`src/rtl/mbox_arb_pkg.sv`:
```
package mbox_arb_pkg;
    localparam int CTRL_W   = 16;
    localparam int PRIO_LSB = 8;
    localparam int PRIO_W   = 6;
    localparam int RTR_POS  = 4;
    localparam int DLC_W    = 4;
endpackage

```
`src/rtl/mbox_prio_select.sv`:
```
module mbox_prio_select #(
    parameter int N_MBOX = 32,
    parameter int PRIO_W = 6
) (
    input  logic [N_MBOX-1:0]        elig,
    input  logic [N_MBOX*PRIO_W-1:0] prio_flat,
    output logic                     win_valid,
    output logic [$clog2(N_MBOX)-1:0] win_idx
);
    localparam int IDX_W = $clog2(N_MBOX);
    localparam int KEY_W = 1 + PRIO_W + IDX_W;

    // key = {eligible, priority, index}: the largest key is the winner
    logic [KEY_W-1:0] leaf [N_MBOX];
    logic [KEY_W-1:0] tree [1:2*N_MBOX-1];

    for (genvar g = 0; g < N_MBOX; g++) begin : g_leaf
        assign leaf[g] = {elig[g], prio_flat[g*PRIO_W +: PRIO_W], IDX_W'(g)};
    end

    always_comb begin
        for (int i = 0; i < N_MBOX; i++) begin
            tree[N_MBOX + i] = leaf[i];
        end
        for (int i = N_MBOX - 1; i >= 1; i--) begin
            tree[i] = (tree[2*i] > tree[2*i+1]) ? tree[2*i] : tree[2*i+1];
        end
    end

    assign win_valid = tree[1][KEY_W-1];
    assign win_idx   = tree[1][IDX_W-1:0];
endmodule

```
`src/rtl/mbox_ack_irq.sv`:
```
module mbox_ack_irq #(
    parameter int N_MBOX = 32
) (
    input  logic              clk,
    input  logic              rst_n,
    input  logic [N_MBOX-1:0] set_vec,
    input  logic              clr_wr,
    input  logic [N_MBOX-1:0] clr_mask,
    input  logic [N_MBOX-1:0] irq_mask,
    output logic [N_MBOX-1:0] ack_q,
    output logic              gmif_q
);
    typedef struct packed {
        logic [N_MBOX-1:0] ack;
        logic              gmif;
    } ack_state_t;

    ack_state_t st_d, st_q;

    always_comb begin
        st_d = st_q;
        if (clr_wr) begin
            st_d.ack = st_q.ack & ~clr_mask;
        end
        st_d.ack  = st_d.ack | set_vec;          // a set beats a clear
        st_d.gmif = |(st_d.ack & irq_mask);
    end

    always_ff @(posedge clk or negedge rst_n) begin
        if (!rst_n) begin
            st_q <= '0;
        end else begin
            st_q <= st_d;
        end
    end

    assign ack_q  = st_q.ack;
    assign gmif_q = st_q.gmif;

    assert_w1c_R8: assert property (@(posedge clk) disable iff (!rst_n)
        clr_wr |=> ((ack_q & $past(clr_mask & ~set_vec)) == '0));

    assert_set_wins_R8: assert property (@(posedge clk) disable iff (!rst_n)
        (|set_vec) |=> ((ack_q & $past(set_vec)) == $past(set_vec)));

    assert_irq_source_R9: assert property (@(posedge clk) disable iff (!rst_n)
        $rose(gmif_q) |-> (|(ack_q & $past(irq_mask))));
endmodule

```
`src/rtl/mbox_tx_arbiter.sv`:
```
module mbox_tx_arbiter
    import mbox_arb_pkg::*;
#(
    parameter int N_MBOX = 32
) (
    input  logic                     clk,
    input  logic                     rst_n,
    input  logic [N_MBOX-1:0]        mb_enable,
    input  logic [N_MBOX-1:0]        mb_dir,
    input  logic [N_MBOX*CTRL_W-1:0] mb_ctrl,
    input  logic                     req_wr,
    input  logic [N_MBOX-1:0]        req_mask,
    input  logic                     ack_clr_wr,
    input  logic [N_MBOX-1:0]        ack_clr_mask,
    input  logic [N_MBOX-1:0]        irq_mask,
    input  logic                     tx_done,
    output logic                     tx_req,
    output logic [$clog2(N_MBOX)-1:0] tx_index,
    output logic [DLC_W-1:0]         tx_dlc,
    output logic                     tx_rtr,
    output logic [N_MBOX-1:0]        pending,
    output logic [N_MBOX-1:0]        ack,
    output logic                     gmif
);
    localparam int IDX_W = $clog2(N_MBOX);

    typedef struct packed {
        logic [N_MBOX-1:0] pend;
        logic              busy;
        logic [IDX_W-1:0]  idx;
        logic [DLC_W-1:0]  dlc;
        logic              rtr;
    } arb_state_t;

    arb_state_t st_d, st_q;

    logic [CTRL_W-1:0]        ctrl_arr [N_MBOX];
    logic [PRIO_W-1:0]        prio_arr [N_MBOX];
    logic [N_MBOX*PRIO_W-1:0] prio_flat;
    logic [N_MBOX-1:0]        elig;
    logic [N_MBOX-1:0]        done_vec;
    logic                     win_valid;
    logic [IDX_W-1:0]         win_idx;
    logic                     launch;

    for (genvar g = 0; g < N_MBOX; g++) begin : g_field
        assign ctrl_arr[g] = mb_ctrl[g*CTRL_W +: CTRL_W];
        assign prio_arr[g] = ctrl_arr[g][PRIO_LSB +: PRIO_W];
        assign prio_flat[g*PRIO_W +: PRIO_W] = prio_arr[g];
    end

    assign elig = st_q.pend & mb_enable & ~mb_dir;

    mbox_prio_select #(
        .N_MBOX (N_MBOX),
        .PRIO_W (PRIO_W)
    ) u_select (
        .elig      (elig),
        .prio_flat (prio_flat),
        .win_valid (win_valid),
        .win_idx   (win_idx)
    );

    assign launch   = !st_q.busy && win_valid;
    assign done_vec = (st_q.busy && tx_done) ? (N_MBOX'(1) << st_q.idx) : '0;

    always_comb begin
        st_d      = st_q;
        st_d.pend = (st_q.pend & ~done_vec) | (req_wr ? req_mask : '0);
        if (st_q.busy) begin
            if (tx_done) begin
                st_d.busy = 1'b0;
            end
        end else if (win_valid) begin
            st_d.busy = 1'b1;
            st_d.idx  = win_idx;
            st_d.dlc  = ctrl_arr[win_idx][DLC_W-1:0];
            st_d.rtr  = ctrl_arr[win_idx][RTR_POS];
        end
    end

    always_ff @(posedge clk or negedge rst_n) begin
        if (!rst_n) begin
            st_q <= '0;
        end else begin
            st_q <= st_d;
        end
    end

    mbox_ack_irq #(
        .N_MBOX (N_MBOX)
    ) u_ack (
        .clk      (clk),
        .rst_n    (rst_n),
        .set_vec  (done_vec),
        .clr_wr   (ack_clr_wr),
        .clr_mask (ack_clr_mask),
        .irq_mask (irq_mask),
        .ack_q    (ack),
        .gmif_q   (gmif)
    );

    assign tx_req   = st_q.busy;
    assign tx_index = st_q.idx;
    assign tx_dlc   = st_q.dlc;
    assign tx_rtr   = st_q.rtr;
    assign pending  = st_q.pend;

    assert_launch_elig_R2: assert property (@(posedge clk) disable iff (!rst_n)
        launch |-> elig[win_idx]);

    always_ff @(posedge clk) begin
        if (rst_n && launch) begin
            for (int i = 0; i < N_MBOX; i++) begin
                if (elig[i]) begin
                    assert_prio_win_R3: assert (prio_arr[i] <= prio_arr[win_idx]);
                    assert_tie_win_R4: assert (!(prio_arr[i] == prio_arr[win_idx]
                                                 && IDX_W'(i) > win_idx));
                end
            end
        end
    end

    assert_hold_R6: assert property (@(posedge clk) disable iff (!rst_n)
        (tx_req && !tx_done) |=> (tx_req && $stable(tx_index) && $stable(tx_dlc)));

    assert_done_ack_R7: assert property (@(posedge clk) disable iff (!rst_n)
        (tx_req && tx_done) |=> (!tx_req && ((ack & $past(done_vec)) == $past(done_vec))));

    assert_idle_R11: assert property (@(posedge clk) disable iff (!rst_n)
        (!tx_req && elig == '0) |=> !tx_req);
endmodule

```
`config.mk`:
```
export PLATFORM = sky130hd
export DESIGN_NAME = mbox_tx_arbiter
export DESIGN_NICKNAME = d
export VERILOG_FILES = /design/src/rtl/mbox_arb_pkg.sv /design/src/rtl/mbox_prio_select.sv /design/src/rtl/mbox_ack_irq.sv /design/src/rtl/mbox_tx_arbiter.sv
export SDC_FILE = /design/constraint.sdc
export NUM_CORES = 1
export LEC_CHECK = 0
export ABC_AREA = 1
export BUFFER_PORTS_ARGS = -buffer_cell sky130_fd_sc_hd__buf_4
export CORE_AREA = 2 2 295 297
export CTS_CLUSTER_DIAMETER = 150
export DETAILED_ROUTE_END_ITERATION = 16
export DIE_AREA = 0 0 297 299
export GPL_TIMING_DRIVEN = 0
export PLACE_DENSITY = 0.36
export SKIP_LAST_GASP = 1
export SLEW_MARGIN = 20
export SYNTH_ARGS = -nofsm -noshare
export SYNTH_HDL_FRONTEND = slang
export SYNTH_SLANG_ARGS = --single-unit
```
`constraint.sdc`:
```
create_clock -name clk -period 7.87 [get_ports clk]
set_input_delay 0.3935 -clock clk [delete_from_list [all_inputs] [get_ports clk]]
set_output_delay 0.3935 -clock clk [all_outputs]
set_load 0.01 [all_outputs]
```
# --- Word-level counts from Yosys, hierarchy flattened ---
# Cells that the tools add are included.
totals:
  inputBits: 677
  output_inout_bits: 76
  reg_bits: 76
  elab_cells: 95
classes:
  mux: 40
  n_lt_le_gt_ge: 32
  shift: 1
  reduce_logical: 3
  n_bitwise: 12
op_table:
  columns: ["operator", "count"]
  rows:
  - ["$gt A12 B12 Y1", 31]
  - ["$mux W12", 31]
  - ["$and A32 B32 Y32", 5]
  - ["$mux W32", 3]
  - ["$not A32 Y32", 3]
  - ["$bmux W16 S5", 1]
  - ["$or A32 B32 Y32", 2]
  - ["$reduce_or A32 Y1", 1]
  - ["$shl A1 B5 Y32 const A", 1]
  - ["$mux W11", 1]
  - ["$mux W5", 2]
  - ["$ge A6 B6 Y1 const B", 1]
  - ["$not A5 Y6", 1]
  - ["$mux W1", 2]
  - ["$reduce_and A2 Y1", 1]
  - ["$logic_and A1 B1 Y1", 1]
  - ["$not A1 Y1", 1]

# --- Logic depth before layout (Yosys ltp) ---
depth:
  depth_word: 18
  mapped_depth: 62
  ltp_nobuf: 57

# --- Cells and area by module ---
# Synthesis repeated with hierarchy kept, for this count alone.
unflattened:
  cells_unflattened: 2435
  hier_area_um2: 13391.6
modules_own_cells:
  columns: ["module", "area_per_inst_um2", "cells_each", "n_inst"]
  rows:
  - ["mbox_prio_select", 7664.9, 1438, 1]
  - ["mbox_tx_arbiter", 4132.7, 770, 1]
  - ["mbox_ack_irq", 1594.0, 227, 1]

# --- Worst setup path before layout ---
# OpenSTA, ideal clock, no wires.
synth_timing:
  path_kind: "input-to-reg"
  start: "input port mb_dir[19]"
  end: "register st_q, in the netlist tx_dlc[1]"
  n_path_buf: 6
  path_slack_ns: 0.428
  stages: 45
  required_time_ns: 7.746
  arrival_ns: 7.318
  cell_sequence: "nand3b_1 ha_1 a21oi_1 o21a_1 nand2_1 inv_1 clkbuf_1 o21ai_0 ha_1 a21oi_1 nor2_1 a211oi_1 nand2_1 clkbuf_1 o21ai_0 ha_1 a21oi_1 nor2_1 (+9 left out) inv_1 clkbuf_1 o21ai_0 ha_1 a21oi_1 nor2_1 a211oi_1 nand2_2 buf_6 o211ai_1 nand2_1 inv_2 buf_2 nand3_1 nand3_1 nand2_1 nand2_1 nand3_1"
synth_between:
  elab_chain_len: 16
synth_rtl:
  columns: ["element", "line_no", "text"]
  rows:
  - ["start: declaration", "mbox_tx_arbiter.sv:9", "input logic [N_MBOX-1:0] mb_dir,"]
  - ["$not A32 Y32 (*)", "mbox_tx_arbiter.sv:52", "assign elig = st_q.pend & mb_enable & ~mb_dir;"]
  - ["$and A32 B32 Y32 (*)", "mbox_tx_arbiter.sv:52", null]
  - ["$gt A12 B12 Y1", "mbox_prio_select.sv:26", "tree[i] = (tree[2*i] > tree[2*i+1]) ? tree[2*i] : tree[2*i+1];"]
  - ["$mux W12 (*)", "mbox_prio_select.sv:26", null]
  - ["$gt A12 B12 Y1", "mbox_prio_select.sv:26", null]
  - ["$mux W12 (*)", "mbox_prio_select.sv:26", null]
  - ["$gt A12 B12 Y1", "mbox_prio_select.sv:26", null]
  - ["$mux W12 (*)", "mbox_prio_select.sv:26", null]
  - ["$gt A12 B12 Y1", "mbox_prio_select.sv:26", null]
  - ["$mux W12 (*)", "mbox_prio_select.sv:26", null]
  - ["$gt A12 B12 Y1", "mbox_prio_select.sv:26", null]
  - ["$mux W12 (*)", "mbox_prio_select.sv:26", null]
  - ["$not A5 Y6 (not written as such)", "mbox_tx_arbiter.sv:77", "st_d.dlc = ctrl_arr[win_idx][DLC_W-1:0];"]
  - ["$bmux W16 S5", "mbox_tx_arbiter.sv:77", null]
  - ["$mux W5 (2 in series)", null, null]
  - ["end signal: assignment", "mbox_tx_arbiter.sv:86", "st_q <= st_d;"]
  - ["end: declaration", "mbox_tx_arbiter.sv:35", "arb_state_t st_d, st_q;"]
# Every way passes the cells marked *; elsewhere a longest branch is shown, timed or not. The select of a mux whose other input is x is not followed.
# A chain may end at the register's enable or synchronous reset.

# --- Final worst setup path ---
layout_timing:
  start: "register st_q, in the netlist pending[23]"
  end: "register st_q, in the netlist tx_dlc[0]"
layout_between:
  elab_chain_len: 16
layout_rtl:
  columns: ["element", "line_no"]
  rows:
  - ["$and A32 B32 Y32 (*) (2 in series)", "mbox_tx_arbiter.sv:52"]
  - ["$gt A12 B12 Y1", "mbox_prio_select.sv:26"]
  - ["$mux W12 (*)", "mbox_prio_select.sv:26"]
  - ["$gt A12 B12 Y1", "mbox_prio_select.sv:26"]
  - ["$mux W12 (*)", "mbox_prio_select.sv:26"]
  - ["$gt A12 B12 Y1", "mbox_prio_select.sv:26"]
  - ["$mux W12 (*)", "mbox_prio_select.sv:26"]
  - ["$gt A12 B12 Y1", "mbox_prio_select.sv:26"]
  - ["$mux W12 (*)", "mbox_prio_select.sv:26"]
  - ["$gt A12 B12 Y1", "mbox_prio_select.sv:26"]
  - ["$mux W12 (*)", "mbox_prio_select.sv:26"]
  - ["$not A5 Y6 (not written as such)", "mbox_tx_arbiter.sv:77"]
  - ["$bmux W16 S5", "mbox_tx_arbiter.sv:77"]
  - ["$mux W5 (2 in series)", null]
# Marks and branches as above.

==> results.md <==
Drt:
- In the final routed layout, each cell accounts on average for 18.7 um.
- The residual DRC count is 0.
- The first routing iteration left 668 violations.
- The number of optimization iterations in the first detailed-route pass is 5.
- The routed layout has 17.1k vias.
- Summed over all layers, the routed wires come to 78,000 um.
- The average vias per placed instance is 4.08.
- The count of nets left with antenna violations once routing finished came out at 0.

STA:
- Setup violations remaining at the end of the flow were counted as 0.
- The achievable frequency is 134 MHz.
- Setup slack on the critical path of the routed design comes to 391 ps.
- The minimum period implied by the final worst setup slack is 7480 ps.
- The final critical path takes up 95.0% of the cycle.
- The number of failing hold endpoints at the final stage was 0.
- The max-slew violation count is 0.
- The worst hold margin is 63.6 ps.
- Measured against its own limit, the worst slew margin works out to 28.5%.
- The worst-case clock skew is 22.2 ps.
- The slew of the pin with the lowest slew margin is 1070 ps.

Global routing:
- The met1 track demand over resource in global routing is 21.5%.
- In the global route stage, met2 resource usage came out at 29.8%.
- The number of antenna violations at the first check in global routing was 13.
- The overall fraction of global-route tracks in use is 16.9%.
- For met3 alone, demand over resource in global routing was 3.56%.
- The remaining global-route overflow is 0.
- The pin count of the biggest net entering global routing is 77.
- In this run the most used layer during global routing was met2.
- The number of global-route vias before repair is 16.9k.
- The first global-routing pass estimated 111,000 um of wire.

Synth:
- The number of synthesized flops with an enable pin is 0.
- The predominant post-synthesis flop cell is sky130_fd_sc_hd__dfrtp_1.
- The number of nets handed over by synthesis was 3,130.
- After synthesis the cells add up to 13,000 sq um.
- The average instance in the mapped netlist occupies 5.71 sq um.
- The number of warnings reported in the yosys synthesis log is 0.
- Sorting the synthesized cells by area gives the leading types as sky130_fd_sc_hd__nand2_1 22%, sky130_fd_sc_hd__ha_1 16%, sky130_fd_sc_hd__dfrtp_1 15%.
- The share of async-settable or async-resettable flops after synthesis is 100%.
- Summed over its instances, the top area cell type makes up 22.1% of the synthesized netlist area.
- The most area-hungry cell type in the Yosys netlist is sky130_fd_sc_hd__nand2_1.
- The number of distinct standard cells referenced by the synthesized netlist is 35.
- Synthesis handed over a netlist of 2,287 instances.
- Sequential cells were found to cover 14.6% of the synthesized design area.
- The number of synthesized register bits is 76.

Setup path:
- For this design, the slowest cell found on the critical path is sky130_fd_sc_hd__dfrtp_2.
- By startpoint and endpoint, the worst setup path is classified as flop to flop.
- At the worst endpoint, the required time is 8140 ps.
- The worst-path maximum fanout is 7.
- STA classifies the critical path startpoint as a flop.
- The endpoint class of the critical path is a flop.
- The critical path's most frequent cell is sky130_fd_sc_hd__nand2_1.
- The peak per-stage delay on the critical path is 410 ps.
- At the worst endpoint, the arrival time is 7750 ps.
- The number of cells traversed by the worst register-to-register path is 51.

Clock tree:
- The count of H-tree levels built during CTS is 3.
- For this design, the sink count on the clock tree is 76.
- In this run, post-CTS hold repair placed 0 buffers.
- The clock passes through at most 2 buffers.
- The clock tree from TritonCTS is yes.
- In this run the clock root is driven by a sky130_fd_sc_hd__clkbuf_16.
- Clock-pin slew was measured on the worst setup and hold paths at 80 ps.
- The number of buffers inserted during clock tree synthesis is 9.
- The clock latency reported for the late side of the worst-skew pair is 390 ps.

Cells and area:
- The number of fillers in the final layout is 9,977.
- Of the cells placed in the final design, the portion with a size suffix greater than 1 is 35.0%.
- The area added between synthesis and finish is 66.7%.
- The design area is 21,800 sq um.
- The number of nets in the layout is 3,860.

Placement:
- Prior to clock tree synthesis, the placed netlist has a worst setup slack of -2670 ps.
- At the end of routability-driven placement, the weighted congestion stood at 0.820.
- The area after detailed placement is 18,900 sq um.
- The sum of net half-perimeters after detailed placement is 66,400 um.
- The count of buffers added on input and output ports is 592.

Die:
- 753 I/O pins were placed.
- The initial utilization of the core area, before any placement, comes to 15.2%.
- The die is 299 um tall.
- The initialized floorplan defines 108 standard-cell rows.
- The total die area is 88,800 sq um.
- The core region area is 85,900 sq um.
- The x dimension of the die is 297 um.

Status:
- The flow ran to the end, and the final reports show no timing, DRC or antenna violations.

Min path:
- The type of the most critical hold path is primary input to async pin.

Job:
- The count of max-cap constraint violations is 0.
registers in the layout, summed over array words and instances (netlist names):
register,cells
pending,32
tx_dlc,4
tx_index,5
tx_req,1
tx_rtr,1
u_ack.ack_q,32
u_ack.gmif_q,1
stage by stage:
step	setup TNS, ps	utilization (%)	instances
2_1_floorplan	0	-	2287
3_3_place_gp	-27240	22.0	4034
6_report	0	25.3	4182
3_5_place_dp	-26840	22.0	4034
4_1_cts	0	23.9	4122
5_1_grt	-469	25.3	4177
final cells by class:
type / count / area (sq um) / share of cell area, %
diodes: 5 / 12.5 / 0.0575
plain buffers: 63 / 547 / 2.51
clock buffers: 10 / 239 / 1.10
clock inverters: 6 / 93.8 / 0.431
inverters: 396 / 1530 / 7.03
multi-input cells: 1749 / 10500 / 48.4
flip-flops and latches: 76 / 1910 / 8.78
well taps: 1155 / 1450 / 6.64
repair buffers: 721 / 5450 / 25.1
repair inverters: 1 / 6.26 / 0.0288
cells in the mapped netlist, types with 17 or more instances:
library cell,count
sky130_fd_sc_hd__nand2_1,768
sky130_fd_sc_hd__nand3_1,270
sky130_fd_sc_hd__a21oi_1,71
sky130_fd_sc_hd__buf_4,17
sky130_fd_sc_hd__nand3b_1,20
sky130_fd_sc_hd__o21ai_0,207
sky130_fd_sc_hd__nand2_2,20
sky130_fd_sc_hd__dfrtp_1,76
sky130_fd_sc_hd__nand4_1,26
sky130_fd_sc_hd__ha_1,166
sky130_fd_sc_hd__clkbuf_1,34
sky130_fd_sc_hd__inv_1,387
sky130_fd_sc_hd__nor2_1,101
metal layers:
metal,wire [um],up-vias
li1,-,8841
met1,34500,7744
met2,38600,434
met3,4140,27
met4,745,6
met5,37,-
what timing repair did:
item / CTS / global route
setup endpoints to repair: 11 / 11
setup buffers: 70 / 53
resized for setup: 294 / 203
gates cloned: 6 / 6
pin swaps: 59 / 82
layout by cell type (no fill, tap or decap), types with 26 or more instances in the layout:
master	netlist	routed
sky130_fd_sc_hd__o21ai_0	207	90
sky130_fd_sc_hd__inv_1	387	375
sky130_fd_sc_hd__o21ai_2	0	59
sky130_fd_sc_hd__dfrtp_1	76	69
sky130_fd_sc_hd__o21ai_4	2	26
sky130_fd_sc_hd__buf_4	17	726
sky130_fd_sc_hd__ha_1	166	147
sky130_fd_sc_hd__nor2_1	101	74
sky130_fd_sc_hd__a21oi_1	71	52
sky130_fd_sc_hd__o21ai_1	10	44
sky130_fd_sc_hd__nand2_1	768	727
sky130_fd_sc_hd__nand3_1	270	260
sky130_fd_sc_hd__nand2_2	20	54
sky130_fd_sc_hd__nand4_1	26	26
worst paths after layout:
kind / slack [ps] / start / end
max in group asynchronous: 7130 / rst_n / pending[3]$_DFF_PN0_
min in group clk: 210 / req_mask[14] / pending[14]$_DFF_PN0_
max reg2reg: 390 / pending[23]$_DFF_PN0_ / tx_dlc[0]$_DFFE_PN0P_
min: 60 / rst_n / u_ack.ack_q[27]$_DFF_PN0_
min reg2reg: 520 / u_ack.ack_q[8]$_DFF_PN0_ / u_ack.ack_q[8]$_DFF_PN0_
max: 390 / pending[23]$_DFF_PN0_ / tx_dlc[0]$_DFFE_PN0P_
worst max-delay path: cells and delay by family, from the launching register on:
family	cells	cell delay [ps]
buffers and inverters	11	1530
and+or+nand+nor	25	2390
AOI/OAI and AO/OA	10	1500
DFF	1	410
adders and majority gates	5	1480
cells by family (layout without fill, tap and decap cells):
kind of cell	after synthesis	count (layout)	share of synthesized area, %
flip-flops	76	76	14.6
buffers and inverters	467	1197	14.3
other	0	5	0
adder cells (fa/ha/maj)	166	166	15.9
AO/OA/AOI/OAI	355	355	15.3
AND/OR/NAND/NOR	1223	1228	39.9
Power is left out: the tool's default activity adds up to more than one toggle a clock period on the data nets, which glitch-free logic cannot reach.
